### config.mk
export PLATFORM = sky130hd
export DESIGN_NAME = pfc_supervisor
export DESIGN_NICKNAME = d
export VERILOG_FILES = /design/src/rtl/pfc_sup_pkg.sv /design/src/rtl/pfc_line_monitor.sv /design/src/rtl/pfc_setpoint_ramp.sv /design/src/rtl/pfc_supervisor.sv
export SDC_FILE = /design/constraint.sdc
export NUM_CORES = 1
export LEC_CHECK = 0
export BUFFER_PORTS_ARGS = -buffer_cell sky130_fd_sc_hd__buf_2
export CAP_MARGIN = 20
export CORE_ASPECT_RATIO = 1.2
export CORE_MARGIN = 5
export CORE_UTILIZATION = 53
export DETAILED_ROUTE_END_ITERATION = 8
export GPL_TIMING_DRIVEN = 0
export PLACE_DENSITY_LB_ADDON = 0.15
export SLEW_MARGIN = 20
export SYNTH_ARGS = -nofsm -noshare
export SYNTH_HDL_FRONTEND = slang
export SYNTH_SLANG_ARGS = --single-unit
### constraint.sdc
create_clock -name clk -period 4 [get_ports clk]
set_input_delay 0.4 -clock clk [delete_from_list [all_inputs] [get_ports clk]]
set_output_delay 0.4 -clock clk [all_outputs]
set_load 0.02 [all_outputs]
### src/rtl/pfc_sup_pkg.sv
package pfc_sup_pkg;
  typedef enum logic [1:0] {
    PH_WAIT  = 2'd0,
    PH_SOFT  = 2'd1,
    PH_RUN   = 2'd2,
    PH_TRIP  = 2'd3
  } pfc_phase_e;

  function automatic logic is_active(input pfc_phase_e p);
    return (p == PH_SOFT) || (p == PH_RUN);
  endfunction
endpackage

### src/rtl/pfc_line_monitor.sv
module pfc_line_monitor #(
  parameter int VW        = 12,
  parameter int START_LVL = 900,
  parameter int STOP_LVL  = 850
) (
  input  logic [VW-1:0] line_rms,
  output logic          line_good,
  output logic          line_low
);
  localparam logic [VW-1:0] StartC = VW'(START_LVL);
  localparam logic [VW-1:0] StopC  = VW'(STOP_LVL);

  // strict compares on both edges of the hysteresis band
  assign line_good = line_rms > StartC;
  assign line_low  = line_rms < StopC;

  initial begin
    assert (START_LVL > STOP_LVL) else $error("hysteresis band inverted");
  end
endmodule

### src/rtl/pfc_setpoint_ramp.sv
module pfc_setpoint_ramp #(
  parameter int VW = 12
) (
  input  logic          clk,
  input  logic          rst_n,
  input  logic          sp_clear,
  input  logic          sp_seed,
  input  logic          sp_lock,
  input  logic          sp_step,
  input  logic [VW-1:0] vbus,
  input  logic [VW-1:0] vtarget,
  input  logic [VW-1:0] ramp_step,
  output logic [VW-1:0] vset
);
  function automatic logic [VW-1:0] clamp_to(input logic [VW-1:0] v, input logic [VW-1:0] lim);
    return (v > lim) ? lim : v;
  endfunction

  function automatic logic [VW-1:0] step_sat(input logic [VW-1:0] cur, input logic [VW-1:0] inc,
                                            input logic [VW-1:0] lim);
    logic [VW:0] sum;
    sum = {1'b0, cur} + {1'b0, inc};
    return (sum >= {1'b0, lim}) ? lim : sum[VW-1:0];
  endfunction

  always_ff @(posedge clk or negedge rst_n) begin
    if (!rst_n)        vset <= '0;
    else if (sp_clear) vset <= '0;
    else if (sp_seed)  vset <= clamp_to(vbus, vtarget);
    else if (sp_lock)  vset <= vtarget;
    else if (sp_step)  vset <= step_sat(vset, ramp_step, vtarget);
  end

  AST_STEP_MONO: assert property (@(posedge clk) disable iff (!rst_n)
    (sp_step && !sp_clear && !sp_seed && !sp_lock && vset <= vtarget) |=> (vset >= $past(vset))) else $error("setpoint fell");

  AST_STEP_CAP: assert property (@(posedge clk) disable iff (!rst_n)
    (sp_step && !sp_clear && !sp_seed && !sp_lock) |=> (vset <= $past(vtarget))) else $error("setpoint over target");
endmodule

### src/rtl/pfc_supervisor.sv
module pfc_supervisor
  import pfc_sup_pkg::*;
#(
  parameter int VW        = 12,
  parameter int START_LVL = 900,
  parameter int STOP_LVL  = 850
) (
  input  logic          clk,
  input  logic          rst_n,
  input  logic          eval,
  input  logic [VW-1:0] line_rms,
  input  logic [VW-1:0] vbus,
  input  logic [VW-1:0] vtarget,
  input  logic [VW-1:0] ramp_step,
  input  logic          flag_ov,
  input  logic          flag_oc,
  input  logic          flag_ot,
  input  logic          trip_clr,
  output logic          relay_on,
  output logic          switch_on,
  output logic [VW-1:0] vset,
  output logic [1:0]    phase
);
  pfc_phase_e st, nxt;
  logic any_flag, line_good, line_low;
  logic go_start, go_trip, go_brown, go_run, go_clear;

  assign any_flag = flag_ov | flag_oc | flag_ot;

  pfc_line_monitor #(.VW(VW), .START_LVL(START_LVL), .STOP_LVL(STOP_LVL)) u_line (
    .line_rms (line_rms),
    .line_good(line_good),
    .line_low (line_low)
  );

  // named events, evaluated only on the strobe
  assign go_start = eval && (st == PH_WAIT) && !any_flag && line_good;
  assign go_trip  = eval && is_active(st) && any_flag;
  assign go_brown = eval && is_active(st) && !any_flag && line_low;
  assign go_run   = eval && (st == PH_SOFT) && !any_flag && !line_low && (vbus >= vtarget);
  assign go_clear = eval && (st == PH_TRIP) && trip_clr && !any_flag;

  always_comb begin
    nxt = st;
    if (go_start)      nxt = PH_SOFT;
    else if (go_trip)  nxt = PH_TRIP;
    else if (go_brown) nxt = PH_WAIT;
    else if (go_run)   nxt = PH_RUN;
    else if (go_clear) nxt = PH_WAIT;
  end

  always_ff @(posedge clk or negedge rst_n) begin
    if (!rst_n) st <= PH_WAIT;
    else        st <= nxt;
  end

  pfc_setpoint_ramp #(.VW(VW)) u_ramp (
    .clk      (clk),
    .rst_n    (rst_n),
    .sp_clear (go_trip || go_brown || go_clear),
    .sp_seed  (go_start),
    .sp_lock  (eval && (nxt == PH_RUN)),
    .sp_step  (eval && (st == PH_SOFT) && (nxt == PH_SOFT)),
    .vbus     (vbus),
    .vtarget  (vtarget),
    .ramp_step(ramp_step),
    .vset     (vset)
  );

  assign relay_on  = is_active(st);
  assign switch_on = is_active(st);
  assign phase     = st;

  AST_HOLD_NO_EVAL: assert property (@(posedge clk) disable iff (!rst_n)
    !eval |=> ($stable(phase) && $stable(vset))) else $error("moved without strobe");

  AST_START_SEED: assert property (@(posedge clk) disable iff (!rst_n)
    go_start |=> (phase == 2'd1 && vset == (($past(vbus) > $past(vtarget)) ? $past(vtarget) : $past(vbus)))) else $error("bad seed");

  AST_TRIP_ENTRY: assert property (@(posedge clk) disable iff (!rst_n)
    (eval && any_flag && (phase == 2'd1 || phase == 2'd2)) |=> (phase == 2'd3 && !switch_on)) else $error("no trip");

  AST_BROWNOUT: assert property (@(posedge clk) disable iff (!rst_n)
    (eval && !any_flag && line_low && (phase == 2'd1 || phase == 2'd2)) |=> (phase == 2'd0 && !relay_on)) else $error("no brownout exit");

  AST_TRIP_LATCH: assert property (@(posedge clk) disable iff (!rst_n)
    (phase == 2'd3 && !(eval && trip_clr && !any_flag)) |=> (phase == 2'd3)) else $error("trip released");

  AST_RUN_TRACK: assert property (@(posedge clk) disable iff (!rst_n)
    (eval && phase == 2'd2 && !any_flag && !line_low) |=> (vset == $past(vtarget))) else $error("run setpoint");
endmodule

Word-level counts from Yosys, hierarchy flattened
Index checks and enable logic that the tools add are counted.
{"block": "totals", "register_bits": 14, "wordCells": 49}
{"block": "classes", "reduce_logical": 23, "muxes": 11, "magnitude_cmp": 5, "n_eq_ne": 5, "n_addsub": 1, "bitwise": 2}
{"op": "$mux 12", "n": 6}
{"op": "$logic_and 1x1->1", "n": 16}
{"op": "$add 12x12->13", "n": 1}
{"op": "$ge 13x12->1", "n": 1}
{"op": "$ge 12x12->1", "n": 1}
{"op": "$gt 12x10->1 const B", "n": 1}
{"op": "$gt 12x12->1", "n": 1}
{"op": "$lt 12x10->1 const B", "n": 1}
{"op": "$mux 2", "n": 5}
{"op": "$eq 2x2->1 const B", "n": 3}
{"op": "$eq 2x1->1 const B", "n": 2}
{"op": "$reduce_bool 4->1", "n": 1}
{"op": "$logic_or 1x1->1", "n": 3}
{"op": "$logic_not 1->1", "n": 2}
{"op": "$logic_not 2->1", "n": 1}
{"op": "$or 1x1->1", "n": 2}

Depth between registers and ports, before layout
{"block": "logic_depth", "ltp_word": 16, "ltp_mapped": 17, "depth_no_buf": 16}

Modules after synthesis
A second synthesis with hierarchy kept.
{"block": "hier_totals", "hier_cells": 316, "hier_area_um2": 2585.0}
{"module": "pfc_setpoint_ramp", "seq_area_each_um2": 300.3, "area_per_inst_um2": 1931.9, "n_inst": 1, "cells_per_inst": 231}
{"module": "pfc_supervisor", "seq_area_each_um2": 50.0, "area_per_inst_um2": 598.1, "n_inst": 1, "cells_per_inst": 76}
{"module": "pfc_line_monitor", "seq_area_each_um2": 0.0, "area_per_inst_um2": 55.1, "n_inst": 1, "cells_per_inst": 9}

Worst setup path before layout
No wires, ideal clock.
{"block": "synth_timing", "path_kind": "reg2reg", "start": "reg u_ramp.vset[0]", "end": "reg u_ramp.vset[0]", "t_arrival_ps": 3623, "path_buffers": 1, "path_stages_with_launch": 17, "setup_slack_ps": 248, "period_less_slack_ps": 3752, "setup_time_ps": 130, "cell_sequence": "dfrtp_1 ha_1 fa_1 a21oi_1 o211ai_1 o41ai_2 xnor2_1 ha_1 and4_1 a211oi_1 o21ai_0 a31oi_1 o21ai_0 and4bb_4 buf_6 mux2i_1 o221ai_2"}
{"block": "synth_via", "elab_chain_cells": 7}
{"element": "start: declaration", "line_no": "pfc_setpoint_ramp.sv:13", "text": "output logic [VW-1:0] vset"}
{"element": "start signal: assignment", "line_no": "pfc_setpoint_ramp.sv:29", "text": "else if (sp_seed) vset <= clamp_to(vbus, vtarget);"}
{"element": "start signal: assignment", "line_no": "pfc_setpoint_ramp.sv:30", "text": "else if (sp_lock) vset <= vtarget;"}
{"element": "start signal: assignment", "line_no": "pfc_setpoint_ramp.sv:31", "text": "else if (sp_step) vset <= step_sat(vset, ramp_step, vtarget);"}
{"element": "$add 12x12->13 *", "line_no": "pfc_setpoint_ramp.sv:22", "text": "sum = {1'b0, cur} + {1'b0, inc};"}
{"element": "$ge 13x12->1", "line_no": "pfc_setpoint_ramp.sv:23", "text": "return (sum >= {1'b0, lim}) ? lim : sum[VW-1:0];"}
{"element": "$mux 12 *", "line_no": "pfc_setpoint_ramp.sv:23"}
{"element": "$mux 12 *", "line_no": "pfc_setpoint_ramp.sv:31"}
{"element": "$mux 12 *", "line_no": "pfc_setpoint_ramp.sv:30"}
{"element": "$mux 12 *", "line_no": "pfc_setpoint_ramp.sv:29"}
{"element": "$mux 12 *", "line_no": "pfc_setpoint_ramp.sv:28", "text": "else if (sp_clear) vset <= '0;"}
Every way passes the cells marked *; elsewhere a longest branch is shown, timed or not. The select of a mux whose other input is x is not followed.
A chain may end at the register's enable or synchronous reset.

Worst setup path in the final report
{"block": "layout_timing", "start": "reg u_ramp.vset[1]", "end": "reg u_ramp.vset[1]"}
Same word-level chain as after synthesis.

==> reports/metrics.yaml <==
synth:
  synth_seq_cells: 14
  synth_warnings: 0
  async_flop_share_pct: 100
  synth_area_um2: 2280
  synth-edff-count: 0
  synth_area_per_cell_um2: 8.71
  syn-num-nets: 357
  synth.distinct_cells: 51
  ys_seq_area_share_pct: 15.4
  synth_cells: 262
  synth-main-ff-cell: "dfrtp_1"
worst_setup_path:
  cp-start-kind: "flip-flop"
  cp_max_fo: 5
  crit_chain: "ha_1 > a211oi_2 > nor2_2 > o41ai_4 > o21ai_2 > nor2_1 > xnor2_1 > ha_1 > and4_1 > a211oi_2 > o21ai_1 > a31oi_1 > o21ai_1 > and4bb_4 > clkbuf_16 > mux2i_1 > o221ai_2"
  startpoint: "u_ramp.vset[1]$_DFFE_PN0P_"
  critPathRequiredTime_ns: 4.13
  cp_slowest_cell: "dfrtp_2"
  cp.depth: 17
  reg2regPathDepth: 17
  r2r-start: "u_ramp.vset[1]$_DFFE_PN0P_"
  crit_buf_inv: 1
  critPathArrivalTime_ns: 4.02
  crit_family: "compound AO/OA/AOI/OAI gates"
  endpoint_kind: "flip-flop"
  r2r-end: "u_ramp.vset[1]$_DFFE_PN0P_"
  r2r_slack_ns: 0.11
  max_stage_delay_ns: 0.43
  crit_type: "reg -> reg"
placed_design:
  port_buffers: 70
  routabilityCongestion: 0.864
  dp_hpwl_um: 4700
die:
  core_um2: 4230
  fp-row-count: 26
  initial_core_util_pct: 54.0
  num_io_pins: 71
  dieArea_um2: 5720
  die_h_um: 81.9
  fp.dieW_um: 69.9
final_layout:
  drive_above_1_share_pct: 39.8
  multi_input_area_um2: 1850
  nets: 445
  seqCellArea_um2: 352
  synthToLayoutAreaGrowth_pct: 30.6
  diodes: 0
  num-fill-cells: 363
clock_tree:
  tritoncts: "yes"
  cts_made_buffers: 3
  clock_sinks: 14
  htreeDepth: 1
  cts_root_buffer: "clkbuf_8"
  cts_buffer_depth: 2
  holdBufCountCts: 0
  clock_latency_ns: 0.25
  clk_pin_slew_worst_paths_ns: 0.07
sta:
  grt_setup_unrepaired: "yes"
  period_share_pct: 97.2
  fin_setup_tns_ns: 0
  layout_min_cycle_time_ns: 3.89
  fin_worst_skew_ns: 0.00322
  finalHoldViolations: 0
  relSlewSlack_pct: 64.5
  max_freq_mhz: 257
  worst_hold_slack_ns: 0.0471
  tightest_slew_ns: 0.532
  slew_viol_final: 0
  setup_violations: 0
routing:
  drc: 0
  dr.pass1.iters: 4
  drt_first_iter_violations: 57
  vias_per_cell: 5.60
  ant_nets: 0
  wire_per_inst_um: 15.1
  drt_wl_total_um: 6110
  vias: 2270
global_route:
  grt_pass1_wl_um: 9830
  grt_overflow: 0
  first_global_vias: 2322
  antenna_found_initial: 0
  track_usage_pct: 21.0
  grt_max_degree: 15
power:
  power_density_nw_per_um2: 514
  irDropWorstVdd_v: 0.000381
  power.leakage_uw: 0.00149
job:
  maxCapViolCount: 0
outcome:
  outcome: "complete, no violations"
worst_hold_path:
  hold_path.class: "in -> async"
==> layout by cell type (no fill, tap or decap), types with 4 or more instances in the layout <==
cell type and count:
buf_2 72, o21ai_0 7, dfrtp_1 13, mux2i_2 6, ha_1 37, clkbuf_8 4, o221ai_2 10, nand2_1 7
xnor2_1 6, nor2_1 19, buf_4 13, nand3_1 20, inv_1 33, a21oi_1 14, nor3_1 4, o21ai_1 5
mux2i_1 6, mux2_2 12
==> synthesized netlist by cell type, types with 2 or more instances <==
| cell | number | area share (%) |
|---|---|---|
| nor2_1 | 20 | 3.3 |
| clkbuf_1 | 2 | 0.33 |
| nand2_1 | 7 | 1.2 |
| o21ba_2 | 2 | 0.88 |
| a2111oi_0 | 2 | 0.77 |
| o311ai_1 | 2 | 0.77 |
| buf_6 | 3 | 1.5 |
| o211ai_1 | 2 | 0.66 |
| o21a_1 | 2 | 0.66 |
| buf_2 | 2 | 0.44 |
| o221ai_2 | 10 | 6.6 |
| o221ai_1 | 2 | 0.77 |
| xnor2_1 | 6 | 2.3 |
| o21ai_1 | 2 | 0.44 |
| mux2_2 | 12 | 5.9 |
| xor2_1 | 2 | 0.77 |
| o21ai_0 | 11 | 2.4 |
| nand3_1 | 20 | 4.4 |
| a211oi_1 | 4 | 1.3 |
| and3_1 | 2 | 0.55 |
| nor3_1 | 4 | 0.88 |
| nand4_1 | 3 | 0.82 |
| ha_1 | 39 | 21 |
| mux2i_1 | 12 | 5.3 |
| o21bai_1 | 2 | 0.66 |
| a21o_1 | 3 | 0.99 |
| inv_1 | 33 | 5.4 |
| dfrtp_1 | 14 | 15 |
| a21oi_1 | 15 | 3.3 |
==> kinds of logic (layout without fill, tap and decap cells) <==
kind of cell             Yosys count  after routing  share of synthesized area, %
AO/OA/AOI/OAI                     70             70                          24.9
XOR/XNOR                           8              8                          3.07
adder cells (fa/ha/maj)           40             40                          22.3
buffers and inverters             41            128                          8.00
flip-flops                        14             14                          15.4
multiplexers                      24             24                          11.2
AND/OR/NAND/NOR                   65             65                          15.2
==> worst register-to-register path, stage by stage (launching register included) <==
cell and delay, ns:
dfrtp_2 0.43, ha_1 0.31, a211oi_2 0.22, nor2_2 0.11
o41ai_4 0.38, o21ai_2 0.11, nor2_1 0.15, xnor2_1 0.18
ha_1 0.29, and4_1 0.20, a211oi_2 0.17, o21ai_1 0.08
a31oi_1 0.16, o21ai_1 0.10, and4bb_4 0.39, clkbuf_16 0.17
mux2i_1 0.21, o221ai_2 0.10
==> per-layer routing <==
metal | GRT usage [%] | up-vias | share of wire [%]
li1 | - | 1158 | -
met1 | 24.6 | 1041 | 43
met2 | 39.6 | 62 | 51
met3 | 2.94 | 9 | 4.3
met4 | 6.90 | 0 | 1.4
met5 | 0 | - | 0
==> sequential cells by signal, indices dropped and copies added (netlist names) <==
name,count
u_ramp.vset,12
phase,2
==> power breakdown <==
part	total, µW	internal (µW)	switching (µW)
clock network	148	87.4	61.1
logic	1170	571	597
registers	216	181	34.1
total	1530	840	692
==> final cells by class <==
| cell class | count | area share, % |
|---|---|---|
| clock buffer | 4 | 1.85 |
| timing repair buffer | 83 | 15.6 |
| sequential | 14 | 11.8 |
| tap | 56 | 2.35 |
| buffer | 8 | 2.27 |
| inverter | 33 | 4.16 |
| multi-input combinational | 207 | 62.0 |
==> worst max-delay path by stage <==
stage | to | slack, ns
finish | u_ramp.vset[1]$_DFFE_PN0P_ | 0.11
global route | u_ramp.vset[5]$_DFFE_PN0P_ | -0.11
CTS | u_ramp.vset[10]$_DFFE_PN0P_ | 0.04
detailed placement | u_ramp.vset[10]$_DFFE_PN0P_ | -0.33
global placement | u_ramp.vset[10]$_DFFE_PN0P_ | -0.37
floorplan | u_ramp.vset[0]$_DFFE_PN0P_ | 0.25
==> through the flow <==
step	utilization, %	cell area, µm²	worst slack [ns]	cells	power [µW]
final	70.5	2980	0.110	405	1530
after CTS	66.4	2810	0.0395	394	1370
after global routing	70.5	2980	-0.111	405	1660
after floorplan	-	2280	0.248	262	941
after detailed placement	63.9	2700	-0.332	388	1170
after global placement	63.9	2700	-0.374	388	1160
==> repair_timing <==
action / 4_1_cts / 5_1_grt
pin swaps: 4 / 19
resized for setup: 8 / 18
cloned: 0 / 1
setup endpoints to repair: 12 / 12
setup buffers: 2 / 10
Note: power is estimated with default switching activity, not from simulation.
